[config.mk]
export PLATFORM = sky130hd
export DESIGN_NAME = mdio_master
export DESIGN_NICKNAME = d
export VERILOG_FILES = /design/src/rtl/mdio_pkg.sv /design/src/rtl/mdio_halfper.sv /design/src/rtl/mdio_sync2.sv /design/src/rtl/mdio_master.sv
export SDC_FILE = /design/constraint.sdc
export NUM_CORES = 1
export LEC_CHECK = 0
export BUFFER_PORTS_ARGS = -buffer_cell sky130_fd_sc_hd__buf_2
export CAP_MARGIN = 20
export CORE_UTILIZATION = 38
export DETAILED_ROUTE_END_ITERATION = 6
export GPL_TIMING_DRIVEN = 0
export HOLD_SLACK_MARGIN = 0.1
export SYNTH_ARGS = -nofsm -noshare
export SYNTH_HDL_FRONTEND = slang
export SYNTH_HIERARCHICAL = 1
export SYNTH_SLANG_ARGS = --single-unit
export TNS_END_PERCENT = 10
[constraint.sdc]
create_clock -name clk -period 2 [get_ports clk]
set_input_delay 0.3 -clock clk [delete_from_list [all_inputs] [get_ports clk]]
set_output_delay 0.3 -clock clk [all_outputs]
set_load 0.03 [all_outputs]
[src/rtl/mdio_pkg.sv]
package mdio_pkg;

    typedef enum logic [2:0] {
        ST_IDLE,
        ST_PRE,
        ST_SHIFT,
        ST_TA,
        ST_RDATA,
        ST_TAIL
    } mdio_state_e;

    localparam logic [1:0] FRAME_START = 2'b01;
    localparam logic [1:0] OP_READ     = 2'b10;
    localparam logic [1:0] OP_WRITE    = 2'b01;
    localparam logic [1:0] TA_WRITE    = 2'b10;

endpackage

[src/rtl/mdio_halfper.sv]
module mdio_halfper #(
    parameter int HALF_CYC = 10
) (
    input  logic clk,
    input  logic rst_n,
    input  logic run_i,
    output logic tick_o
);
    localparam int CW = (HALF_CYC > 1) ? $clog2(HALF_CYC) : 1;
    localparam logic [CW-1:0] LAST = CW'(HALF_CYC - 1);

    logic [CW-1:0] cnt_d, cnt_q;

    always_comb begin
        if (!run_i)             cnt_d = '0;
        else if (cnt_q == LAST) cnt_d = '0;
        else                    cnt_d = cnt_q + CW'(1);
    end

    always_ff @(posedge clk or negedge rst_n) begin
        if (!rst_n) cnt_q <= '0;
        else        cnt_q <= cnt_d;
    end

    assign tick_o = run_i && (cnt_q == LAST);

    // the counter never passes the end of the half period
    assert_halfper_range_R4: assert property (@(posedge clk) disable iff (!rst_n)
        cnt_q <= LAST);

endmodule

[src/rtl/mdio_sync2.sv]
module mdio_sync2 (
    input  logic clk,
    input  logic rst_n,
    input  logic d_i,
    output logic q_o
);
    logic [1:0] ff_d, ff_q;

    always_comb ff_d = {ff_q[0], d_i};

    always_ff @(posedge clk or negedge rst_n) begin
        if (!rst_n) ff_q <= 2'b11;
        else        ff_q <= ff_d;
    end

    assign q_o = ff_q[1];
endmodule

[src/rtl/mdio_master.sv]
module mdio_master
    import mdio_pkg::*;
#(
    parameter int HALF_CYC  = 10,
    parameter int PRE_LEN   = 32,
    parameter int RECOV_LEN = 32,
    parameter int ADDR_W    = 5,
    parameter int DATA_W    = 16
) (
    input  logic              clk,
    input  logic              rst_n,
    input  logic              start_i,
    input  logic              read_i,
    input  logic [ADDR_W-1:0] phy_addr_i,
    input  logic [ADDR_W-1:0] reg_addr_i,
    input  logic [DATA_W-1:0] wdata_i,
    output logic              busy_o,
    output logic              done_o,
    output logic              err_o,
    output logic [DATA_W-1:0] rdata_o,
    output logic              mdc_o,
    output logic              mdio_o,
    output logic              mdio_oe_o,
    input  logic              mdio_i
);
    localparam int HDR_W   = 4 + 2 * ADDR_W;
    localparam int TXW     = HDR_W + 2 + DATA_W;
    localparam int CNT_W   = $clog2(PRE_LEN + RECOV_LEN + TXW + 1);
    localparam int WR_TAIL = 1;
    localparam int RD_TAIL = 2;

    typedef struct packed {
        mdio_state_e       st;
        logic [CNT_W-1:0]  cnt;
        logic [TXW-1:0]    tx;
        logic [DATA_W-1:0] rx;
        logic              rd;
        logic              ta_bad;
        logic              busy;
        logic              done;
        logic              err;
        logic [DATA_W-1:0] rdata;
        logic              mdc;
        logic              mo;
        logic              moe;
    } mdio_regs_t;

    mdio_regs_t r_d, r_q;
    logic       tick;
    logic       line_s;
    logic       slot_end;
    logic       rise;

    mdio_halfper #(.HALF_CYC(HALF_CYC)) u_halfper (
        .clk    (clk),
        .rst_n  (rst_n),
        .run_i  (r_q.busy),
        .tick_o (tick)
    );

    mdio_sync2 u_sync (
        .clk   (clk),
        .rst_n (rst_n),
        .d_i   (mdio_i),
        .q_o   (line_s)
    );

    assign slot_end = tick && r_q.mdc;
    assign rise     = tick && !r_q.mdc;

    always_comb begin
        r_d      = r_q;
        r_d.done = 1'b0;
        if (r_q.st == ST_IDLE) begin
            if (start_i) begin
                r_d.st     = ST_PRE;
                r_d.cnt    = CNT_W'(PRE_LEN - 1);
                r_d.tx     = read_i ? {FRAME_START, OP_READ, phy_addr_i, reg_addr_i,
                                       {(2 + DATA_W){1'b0}}}
                                    : {FRAME_START, OP_WRITE, phy_addr_i, reg_addr_i,
                                       TA_WRITE, wdata_i};
                r_d.rd     = read_i;
                r_d.rx     = '0;
                r_d.ta_bad = 1'b0;
                r_d.busy   = 1'b1;
                r_d.err    = 1'b0;
                r_d.mo     = 1'b1;
                r_d.moe    = 1'b1;
            end
        end else begin
            if (rise) r_d.mdc = 1'b1;
            if (slot_end) begin
                r_d.mdc = 1'b0;
                unique case (r_q.st)
                    ST_PRE: begin
                        if (r_q.cnt == '0) begin
                            r_d.st  = ST_SHIFT;
                            r_d.cnt = r_q.rd ? CNT_W'(HDR_W - 1) : CNT_W'(TXW - 1);
                            r_d.mo  = r_q.tx[TXW-1];
                            r_d.tx  = r_q.tx << 1;
                        end else begin
                            r_d.cnt = r_q.cnt - CNT_W'(1);
                        end
                    end
                    ST_SHIFT: begin
                        if (r_q.cnt == '0) begin
                            r_d.moe = 1'b0;
                            r_d.mo  = 1'b0;
                            if (r_q.rd) begin
                                r_d.st = ST_TA;
                            end else begin
                                r_d.st  = ST_TAIL;
                                r_d.cnt = CNT_W'(WR_TAIL - 1);
                            end
                        end else begin
                            r_d.cnt = r_q.cnt - CNT_W'(1);
                            r_d.mo  = r_q.tx[TXW-1];
                            r_d.tx  = r_q.tx << 1;
                        end
                    end
                    ST_TA: begin
                        if (line_s) begin
                            r_d.ta_bad = 1'b1;
                            r_d.st     = ST_TAIL;
                            r_d.cnt    = CNT_W'(RECOV_LEN - 1);
                        end else begin
                            r_d.st  = ST_RDATA;
                            r_d.cnt = CNT_W'(DATA_W - 1);
                        end
                    end
                    ST_RDATA: begin
                        r_d.rx = {r_q.rx[DATA_W-2:0], line_s};
                        if (r_q.cnt == '0) begin
                            r_d.st  = ST_TAIL;
                            r_d.cnt = CNT_W'(RD_TAIL - 1);
                        end else begin
                            r_d.cnt = r_q.cnt - CNT_W'(1);
                        end
                    end
                    ST_TAIL: begin
                        if (r_q.cnt == '0) begin
                            r_d.st    = ST_IDLE;
                            r_d.busy  = 1'b0;
                            r_d.done  = 1'b1;
                            r_d.err   = r_q.ta_bad;
                            r_d.rdata = (r_q.rd && !r_q.ta_bad) ? r_q.rx : '0;
                        end else begin
                            r_d.cnt = r_q.cnt - CNT_W'(1);
                        end
                    end
                    default: r_d.st = ST_IDLE;
                endcase
            end
        end
    end

    always_ff @(posedge clk or negedge rst_n) begin
        if (!rst_n) begin
            r_q       <= '0;
            r_q.st    <= ST_IDLE;
        end else begin
            r_q       <= r_d;
        end
    end

    assign busy_o    = r_q.busy;
    assign done_o    = r_q.done;
    assign err_o     = r_q.err;
    assign rdata_o   = r_q.rdata;
    assign mdc_o     = r_q.mdc;
    assign mdio_o    = r_q.mo;
    assign mdio_oe_o = r_q.moe;

    // bus quiet while idle
    assert_idle_quiet_R10: assert property (@(posedge clk) disable iff (!rst_n)
        !r_q.busy |-> (!r_q.mdc && !r_q.moe));

    // outgoing bits held through the high phase
    assert_bit_hold_R4: assert property (@(posedge clk) disable iff (!rst_n)
        r_q.mdc |-> ($stable(r_q.mo) && $stable(r_q.moe)));

    // the clock only moves on a divider tick
    assert_mdc_on_tick_R4: assert property (@(posedge clk) disable iff (!rst_n)
        (r_q.mdc != $past(r_q.mdc)) |-> $past(tick));

    // done is a single pulse that closes a busy window
    assert_done_pulse_R8: assert property (@(posedge clk) disable iff (!rst_n)
        r_q.done |=> !r_q.done);

    assert_done_ends_busy_R8: assert property (@(posedge clk) disable iff (!rst_n)
        r_q.done |-> (!r_q.busy && $past(r_q.busy)));

    // error flag moves only at completion or acceptance
    assert_err_with_done_R9: assert property (@(posedge clk) disable iff (!rst_n)
        $changed(r_q.err) |-> (r_q.done || $rose(r_q.busy)));

    // line released while read data is coming in
    assert_read_released_R6: assert property (@(posedge clk) disable iff (!rst_n)
        (r_q.st == ST_RDATA || r_q.st == ST_TA) |-> !r_q.moe);

endmodule

==> metrics.md, run 1 <==
| Metric | Value |
|---|---|
| Status | `finished, violations left` |
| Failing checks | `negative setup slack` |
| GR Overflow Total | `0` |
| Mean Syn Cell Area | `9.187 um^2` |
| First-pass GRT wire length | `17130 um` |
| Worst Max-Slew Pin Slew | `0.4963 ns` |
| Global Route Usage Sum | `18.58%` |
| Core Rows | `38` |
| Die ar. | `11790 um^2` |
| Critical path class | `reg -> reg` |
| RR Startpoint | `u_halfper/cnt_q[1]` |
| Drt pass-1 iters | `4` |
| Internal Power | `0.003861 W` |
| ANT nets after route | `0` |
| Max Freq | `466.1 MHz` |
| Slew Viols, Final | `0` |
| Gate Count Post-Synth | `470` |
| Multi-input logic area | `2053 um^2` |
| DR vias/cell | `5.345` |
| Nets | `592` |
| DRC | `0` |
| Post-synth EDFFs | `0` |
| Clk_lat worst skew | `0.34 ns` |
| Startpoint types | `register` |
| Slowest cell delay on critical path | `0.39 ns` |
| Mapped Area | `4318 um^2` |
| Main combinational cell family by area after synthesis | `simple AND/OR/NAND/NOR gates` |
| Final Cycle Share | `107.3%` |
| Routed WL | `10640 um` |
| CTS max path bufs | `2` |
| Compound-Gate Fraction of Synth Area | `19.18%` |
| Area grow syn2layout | `32.43%` |
| Share of cells above drive strength 1 | `34.40%` |
| RePlAce Congestion | `0.8794` |
| Most frequent cells in the layout | `dfrtp_1 (86), nand2_1 (84), buf_2 (55)` |
| Worst slack at placement | `-0.3556 ns` |
| Hold Startpoint | `wdata_i[0]` |
| # clock sinks | `88` |
| Final hold violation count | `0` |
| Flop pwr share | `44.6%` |
| Max_cap viols | `0` |
| Worst hold path type | `in -> reg` |
| IO buf count | `52` |
| YS warnings | `6` |
| Comb power frac | `22.8%` |
| Setup crit end kind | `register` |
| Pwr/cell area | `966.0 nW/um^2` |
| Finished Layout Cells | `701` |
| FFs w/ async S/R, synth | `100.0%` |
| ANT cells | `0` |
| First DRT Iteration DRCs | `291` |
| Vias in the first global route | `3573` |
| Layout Skew | `0.007979 ns` |
| Switch Pwr | `0.001663 W` |
| Commonest non-fill, non-tap cell in the layout | `dfrtp_1` |
| CP max stage cell | `dfrtp_1` |
| Routed length per placed instance | `15.17 um` |
| Post-synthesis adder-cell area fraction | `1.159%` |
| Prevailing post-synth register cell | `dfrtp_1` |
| DPL Wire Length | `6954 um` |
| Post-synthesis mux area share | `0.4926%` |
| Fin crit period | `2.146 ns` |
| Clock root buffer | `clkbuf_16` |
| Largest net degree at the start of global routing | `60` |
| I/O pin cnt | `53` |
| Sequential area share after synthesis | `51.06%` |
| CTS HTree Levels | `3` |
| Final WS setup | `-0.1456 ns` |
| Pleak | `2.562 nW` |
| Yosys cell types | `58` |
| Chip width | `108.6 um` |
| Die Y | `108.6 um` |
| RSZ-0062 raised after global routing | `yes` |
| Synthesis-stage register bit count | `88` |
| DR vias | `3747` |
| Crit path from | `u_halfper/cnt_q[1]` |
| Worst vdd ir | `0.0005288 V` |
| Post-synthesis xor/xnor area fraction | `0.6085%` |
| Clock share of power | `32.5%` |
| WP data arrival | `2.40 ns` |
| Fillcell total | `1026` |
| Setup violators final | `49` |
| Core Util, Final | `52.29%` |
| CTS buffer count | `9` |
| Initial antenna violation count | `0` |
| Min Hold Slack | `0.1648 ns` |
| Sw Share | `30.10%` |
| Post-Synth Simple-Gate Area | `20.05%` |
| Placed Cells | `663` |
| Clock Pin Slew Worst Setup and Hold Paths | `0.07 ns` |
| Cells along the critical path | `inv_2 > ha_4 > nand2_4 > nor3b_4 > and4b_2 > nand3_4 > a31oi_4 > buf_12 > clkbuf_16 > nor2_1 > a21oi_1` |
| Core area | `10940 um^2` |
| Mapped Nets | `505` |
| CP max FO | `8` |
| Initial Util | `39.49%` |
| Rel. slew slack | `66.91%` |
| Critical Path RT | `2.26 ns` |
| Reg area | `2205 um^2` |
| TritonCTS clock tree | `yes` |
power groups by stage:
stage	clock (W)	combinational, W	sequential [W]
global placement	0	0.000991	0.00240
global route	0.00191	0.00142	0.00250
floorplan	0	0.000782	0.00237
detailed placement	0	0.00103	0.00241
CTS	0.00185	0.00106	0.00239
finish	0.00180	0.00126	0.00247
sequential cells by signal, summed over array words and instances, names as in the netlist:
register / flops
err_o: 1
busy_o: 1
u_sync/ff_q: 2
rdata_o: 16
mdio_o: 1
r_q: 60
done_o: 1
mdio_oe_o: 1
mdc_o: 1
u_halfper/cnt_q: 4
cells by family (layout without fill, tap and decap cells):
group / Yosys count / after routing
flip-flops: 88 / 88
AO/OA/AOI/OAI: 129 / 129
AND/OR/NAND/NOR: 187 / 187
XOR/XNOR: 3 / 3
multiplexers: 2 / 2
adder cells (fa/ha/maj): 4 / 4
buffers and inverters: 57 / 148
worst max-delay path: cells and delay by family, from the launching register on:
family / cells / cell delay [ns]
simple gates: 5 / 0.78
buf+inv: 3 / 0.41
flops: 1 / 0.39
compound gates: 2 / 0.35
fa+ha+maj: 1 / 0.13
worst paths after layout:
path	endpoint	slack, ns	cells past startpoint
worst max-delay path	r_q[58]	-0.15	11
worst min-delay path	r_q[40]	0.16	3
worst max register to register	r_q[58]	-0.15	11
worst min register to register	u_sync/ff_q[1]	0.36	0
max in group asynchronous	r_q[81]	0.93	3
min in group asynchronous	r_q[78]	0.46	2
per-stage QoR:
step                      cell area, um^2  power, W  setup TNS, ns
after floorplan                      4370  0.003154        -0.5934
after global placement               4806  0.003388         -32.82
after detailed placement             4836  0.003438         -17.55
after CTS                            5404  0.005295         -2.851
after global routing                 5718  0.005824         -12.21
final                                5718  0.005524         -4.476
final cells by class:
cell class	count	share of cell area (%)
flip-flops and latches	88	38.56
multi-input cells	325	35.91
repair buffers	77	10.09
plain buffers	45	6.105
clock buffers	9	3.939
well taps	140	3.063
clock inverters	6	1.619
inverters	11	0.7221
per-layer routing:
layer / up-vias / part of all wire, % / track usage, %
met5: - / 0 / 0
met4: 0 / 1.2 / 6.467
met3: 10 / 3.8 / 3.195
met2: 82 / 50 / 30.24
met1: 1846 / 46 / 24.90
li1: 1809 / - / -
Yosys cell counts (all sizes together) (2+ instances only):
library cell   n  share of area (%)
dfrtp         86                 50
o31ai          3               0.52
and2           2               0.29
nand3         27                3.2
dfstp          2                1.2
a21oi         39                4.5
o211ai         4               0.81
a21o           2               0.35
a31oi          4               0.93
buf           32                5.2
nor2          46                4.4
nand4          2               0.29
a32oi          2               0.41
nor2b          4               0.58
a22oi         26                4.5
and3           3               0.55
nand2         87                7.6
clkbuf        14                1.2
inv           11               0.96
o22ai          3               0.43
a41oi          2               0.41
nor3b          4               0.70
ha             4                1.2
nand2b         2               0.29
xor2           2               0.41
nor3           5               0.70
o21ai         34                4.0
what timing repair did:
action,in CTS,in global routing
hold buffers,2,0
endpoints found under the setup margin,69,75
gates resized for setup,30,63
cloned,2,4
buffers inserted,11,6
pin swaps,5,10
hold endpoints to repair,28,0
Power figures use the tool's default switching activity.
==> inputs of run 2 (changes only) <==
Settings changed: CORE_MARGIN set to 8.
==> run 2 against run 1 <==
Against the previous run:
- the flow still finishes with violations (negative setup slack)
- register-to-register slack got worse by 0.09 ns
- critical path depth increased by 1
- fmax decreased by 4.0%
- via count decreased by 1.5%
- largest cell class unchanged
==> metrics.md, run 2 (synthesis gave the netlist of run 1 again) <==
| Metric | Value |
|---|---|
| Chip width | `122.6 um` |
| First DRT Iteration DRCs | `214` |
| Critical path class | `reg -> reg` |
| Nets | `589` |
| Area grow syn2layout | `30.63%` |
| RR Startpoint | `u_halfper/cnt_q[1]` |
| Top delay family on crit path | `compound AO/OA/AOI/OAI gates` |
| Worst path bufs/invs | `4` |
| Placed Cells | `666` |
| I/O pin cnt | `53` |
| RePlAce Congestion | `0.8522` |
| Slew Viols, Final | `0` |
| Reg-to-reg slack, setup | `-0.23 ns` |
| ANT cells | `0` |
| Worst vdd ir | `0.0006914 V` |
| M1 GR Usage | `18.78%` |
| CP max stage cell | `dfrtp_1` |
| Max reg flops | `60` |
| CP max FO | `8` |
| Critical Path RT | `2.27 ns` |
| Hold Crit Endpoint | `r_q[40]` |
| Slowest cell delay on critical path | `0.38 ns` |
| Vias in the first global route | `3547` |
| ANT nets after route | `0` |
| Final hold violation count | `0` |
| Switch Pwr | `0.001618 W` |
| Comb power frac | `21.9%` |
| Clock root buffer | `clkbuf_16` |
| Cells along the critical path | `inv_1 > ha_2 > nand2_2 > nor3b_4 > buf_6 > nand3_4 > a211o_1 > a31oi_4 > buf_12 > clkbuf_16 > nor2_2 > a21oi_2` |
| Sw Share | `30.01%` |
| DPL Wire Length | `7273 um` |
| Layout Skew | `0.01100 ns` |
| Routed length per placed instance | `15.18 um` |
| CTS HTree Levels | `3` |
| Final WS setup | `-0.2347 ns` |
| Worst hold path depth | `3` |
| Global Route Usage Sum | `14.23%` |
| Share of cells above drive strength 1 | `31.66%` |
| Core area | `11270 um^2` |
| Most frequent cells in the layout | `dfrtp_1 (86), nand2_1 (85), buf_2 (54)` |
| Setup violators final | `66` |
| Initial Util | `38.31%` |
| Fin crit period | `2.235 ns` |
| CTS buffer count | `9` |
| Clock share of power | `32.8%` |
| Initial antenna violation count | `0` |
| Die ar. | `15030 um^2` |
| Max Freq | `447.5 MHz` |
| TritonCTS clock tree | `yes` |
| Final Cycle Share | `111.7%` |
| Status | `finished, violations left` |
| Clk_lat worst skew | `0.34 ns` |
| Commonest non-fill, non-tap cell in the layout | `dfrtp_1` |
| Rel. slew slack | `63.08%` |
| DRC | `0` |
| Die Y | `122.6 um` |
| Setup crit end kind | `register` |
| Worst Max-Slew Pin Slew | `0.5538 ns` |
| Failing checks | `negative setup slack` |
| Core Rows | `39` |
| Worst r2r path cells | `12` |
| Crit path from | `u_halfper/cnt_q[1]` |
| # clock sinks | `88` |
| Reg area | `2205 um^2` |
| DR vias/cell | `5.256` |
| Drt pass-1 iters | `4` |
| Multi-input logic area | `1996 um^2` |
| Grt met3 use | `3.450%` |
| GR Overflow Total | `0` |
| Pwr/cell area | `956.0 nW/um^2` |
| Max_cap viols | `0` |
| Hold Startpoint | `wdata_i[0]` |
| IO buf count | `52` |
| GR peak layer | `met2` |
| R2R Path End | `r_q[64]` |
| CTS max path bufs | `2` |
| Clock Pin Slew Worst Setup and Hold Paths | `0.07 ns` |
| Largest net degree at the start of global routing | `49` |
| First-pass GRT wire length | `17360 um` |
| Flop pwr share | `45.3%` |
| WP data arrival | `2.51 ns` |
| Min Hold Slack | `0.1699 ns` |
| RSZ-0062 raised after global routing | `yes` |
| Pleak | `2.540 nW` |
| Worst slack at placement | `-0.3255 ns` |
| Startpoint types | `register` |
| Met2 Use GR | `22.41%` |
| Worst hold path type | `in -> reg` |
| Internal Power | `0.003774 W` |
| DR vias | `3690` |
| Routed WL | `10650 um` |
| Fillcell total | `1067` |
| Biggest register | `r_q` |
| Finished Layout Cells | `702` |
[run 2: worst reg2reg max path: cells and delay by family (launching register included)]
kind            cells  cell delay [ns]
fa+ha+maj           1             0.18
compound gates      3             0.61
flops               1             0.38
simple gates        4             0.43
buf+inv             4             0.58
[run 2: repair_timing]
action | 4_1_cts | 5_1_grt
gates resized for setup | 16 | 60
setup endpoints to repair | 70 | 82
buffers inserted | 9 | 5
endpoints found under the hold margin | 41 | 0
hold buffers | 2 | 0
pin swaps | 5 | 3
gates cloned | 1 | 4
[run 2: stage by stage]
step	utilization (%)	cell area [um^2]	setup TNS [ns]	total power (W)
2_1_floorplan	-	4370	-0.5934	0.003154
3_3_place_gp	42.67	4810	-28.25	0.003387
3_5_place_dp	42.93	4840	-15.75	0.003442
4_1_cts	47.43	5346	-8.940	0.005229
5_1_grt	50.04	5640	-17.87	0.005673
6_report	50.04	5640	-8.648	0.005392
[run 2: worst max path at each step]
stage | endpoint | slack [ns] | cells past startpoint
floorplan | r_q[60] | -0.02 | 10
global placement | r_q[41] | -0.28 | 10
detailed placement | r_q[51] | -0.33 | 10
CTS | r_q[51] | -0.20 | 11
global route | r_q[42] | -0.35 | 12
finish | r_q[64] | -0.23 | 12
[run 2: layout make-up]
cell class | instances | share of cell area [%]
plain buffers | 46 | 6.389
clock buffers | 11 | 4.481
clock inverters | 5 | 1.109
inverters | 11 | 0.7320
multi-input cells | 325 | 35.38
flip-flops and latches | 88 | 39.09
well taps | 143 | 3.172
repair buffers | 73 | 9.650
[run 2: power groups by stage]
| stage | Clock, W | Combinational (W) | Sequential, W |
|---|---|---|---|
| after floorplan | 0 | 0.000782 | 0.00237 |
| after global placement | 0 | 0.000986 | 0.00240 |
| after CTS | 0.00181 | 0.00103 | 0.00239 |
| after detailed placement | 0 | 0.00102 | 0.00242 |
| final | 0.00177 | 0.00118 | 0.00244 |
| after global routing | 0.00187 | 0.00132 | 0.00249 |
[run 2: layer usage]
layer,routed length [um],up-vias
li1,-,1794
met1,4826,1787
met2,5117,95
met3,541,14
met4,167,0
met5,0,-
==> inputs of run 3 (changes only) <==
Settings changed: PLACE_DENSITY set to 0.67, SKIP_CTS_REPAIR_TIMING set to 1.
==> run 3 against run 2 <==
Against the previous run:
- the flow still finishes with violations (negative setup slack)
- setup slack got worse by 0.031 ns
- via count up 0.51%
- hold slack improved by 0.039 ns
- sequential cell count did not move
- global-route usage about the same
- final cell count decreased by 1.0%
- core utilization decreased by 1.5 points
- power fell by 3.2%
- combinational power is 3% lower
- sequential power is essentially flat
- register-to-register slack worse by 0.03 ns
- largest power group unchanged
==> metrics.md, run 3 (synthesis gave the netlist of run 1 again) <==
| Metric | Value |
|---|---|
| Largest net degree at the start of global routing | `55` |
| Slowest cell delay on critical path | `0.39 ns` |
| CTS buffer count | `9` |
| # clock sinks | `88` |
| ANT nets after route | `0` |
| Startpoint types | `register` |
| Met1 Routed Length | `4838 um` |
| Area grow syn2layout | `26.80%` |
| DR WL met2 | `5150 um` |
| Pleak | `2.481 nW` |
| Core Rows | `39` |
| Chip width | `122.6 um` |
| Clock Pin Slew Worst Setup and Hold Paths | `0.07 ns` |
| Routed WL | `10760 um` |
| Min Hold Slack | `0.2092 ns` |
| DPL Wire Length | `7398 um` |
| DRC | `0` |
| First-pass GRT wire length | `17390 um` |
| Worst vdd ir | `0.0006600 V` |
| Core area | `11270 um^2` |
| Share of cells above drive strength 1 | `29.17%` |
| RSZ-0062 raised after global routing | `yes` |
| Die Y | `122.6 um` |
| TritonCTS clock tree | `yes` |
| Biggest register | `r_q` |
| Worst path bufs/invs | `3` |
| Status | `finished, violations left` |
| Critical path class | `reg -> reg` |
| Reg area | `2205 um^2` |
| Cells along the critical path | `inv_2 > ha_4 > nand2_4 > nor3b_4 > and4b_2 > nand3_2 > a31oi_4 > buf_12 > clkbuf_16 > nor2_2 > a21oi_1` |
| Critical Path RT | `2.27 ns` |
| Slew Viols, Final | `0` |
| Die ar. | `15030 um^2` |
| Max_cap viols | `0` |
| DR vias/cell | `5.337` |
| Routed length per placed instance | `15.48 um` |
| Worst hold path type | `in -> reg` |
| DR vias | `3709` |
| Worst Max-Slew Pin Slew | `0.5711 ns` |
| Commonest non-fill, non-tap cell in the layout | `dfrtp_1` |
| Vias in the first global route | `3638` |
| Core Util, Final | `48.57%` |
| Initial Util | `38.31%` |
| Nets | `582` |
| Rel. slew slack | `61.92%` |
| GR Overflow Total | `0` |
| Final hold violation count | `0` |
| Setup crit end kind | `register` |
| Multi-input logic area | `1941 um^2` |
| Drt pass-1 iters | `7` |
| Initial antenna violation count | `0` |
| IO buf count | `52` |
| Pwr/cell area | `953.1 nW/um^2` |
| Setup TNS | `-10.49 ns` |
| First DRT Iteration DRCs | `228` |
| Max Freq | `441.4 MHz` |
| CTS max path bufs | `2` |
| Uppermost layer routed | `met4` |
| CTS HTree Levels | `3` |
| Layout Skew | `0.01240 ns` |
| Max reg flops | `60` |
| CP max FO | `8` |
| Met3 routed WL | `595 um` |
| Global Route Usage Sum | `14.21%` |
| Setup violators final | `71` |
| Fillcell total | `1043` |
| Failing checks | `negative setup slack` |
| CP max stage cell | `dfrtp_1` |
| I/O pin cnt | `53` |
| Fin crit period | `2.266 ns` |
| Final Cycle Share | `113.3%` |
| Clock root buffer | `clkbuf_16` |
| Clk_lat worst skew | `0.34 ns` |
| WP data arrival | `2.53 ns` |
| ANT cells | `0` |
| Most frequent cells in the layout | `dfrtp_1 (86), nand2_1 (85), buf_2 (57)` |
| Top delay family on crit path | `simple AND/OR/NAND/NOR gates` |
| RePlAce Congestion | `0.9135` |
| Final WS setup | `-0.2656 ns` |
-- run 3: metal layers --
layer / vias up / track usage, %
met4: 0 / 4.265
met2: 100 / 23.37
met5: - / 0
li1: 1779 / -
met1: 1816 / 17.87
met3: 14 / 3.956
-- run 3: final timing paths --
path / from / to / slack, ns / depth (start not counted)
max reg2reg: u_halfper/cnt_q[1] / r_q[66] / -0.27 / 11
max in group asynchronous: rst_n / u_sync/ff_q[1] / 0.84 / 3
max: u_halfper/cnt_q[1] / r_q[66] / -0.27 / 11
min: wdata_i[0] / r_q[40] / 0.21 / 3
min reg2reg: u_sync/ff_q[0] / u_sync/ff_q[1] / 0.36 / 0
min in group asynchronous: rst_n / r_q[33] / 0.47 / 2
-- run 3: worst register-to-register path, stage by stage, from the launching register on --
cell       delay [ns]
dfrtp_1          0.39
inv_2            0.07
ha_4             0.14
nand2_4          0.06
nor3b_4          0.33
and4b_2          0.33
nand3_2          0.12
a31oi_4          0.26
buf_12           0.19
clkbuf_16        0.18
nor2_2           0.04
a21oi_1          0.10
-- run 3: layout make-up --
type                    instances  area share (%)
flip-flops and latches         88           40.27
multi-input cells             325           35.44
repair buffers                 66           8.684
plain buffers                  46           6.147
clock buffers                   9           4.113
well taps                     143           3.268
clock inverters                 7           1.325
inverters                      11          0.7541
-- run 3: per-stage QoR --
step	area [um^2]	total power, W	cells	setup WS [ns]
2_1_floorplan	4370	0.003154	470	-0.02151
3_3_place_gp	4810	0.003380	665	-0.2682
3_5_place_dp	4840	0.003452	666	-0.3426
5_1_grt	5475	0.005510	695	-0.3814
6_report	5475	0.005218	695	-0.2656
4_1_cts	5137	0.005108	682	-0.3687
-- run 3: power breakdown --
group / internal [W] / switching [W] / leakage [nW] / total, W
sequential: 0.00215 / 0.000280 / 1.10 / 0.00243
combinational: 0.000541 / 0.000601 / 1.24 / 0.00114
clock: 0.000881 / 0.000767 / 0.143 / 0.00165
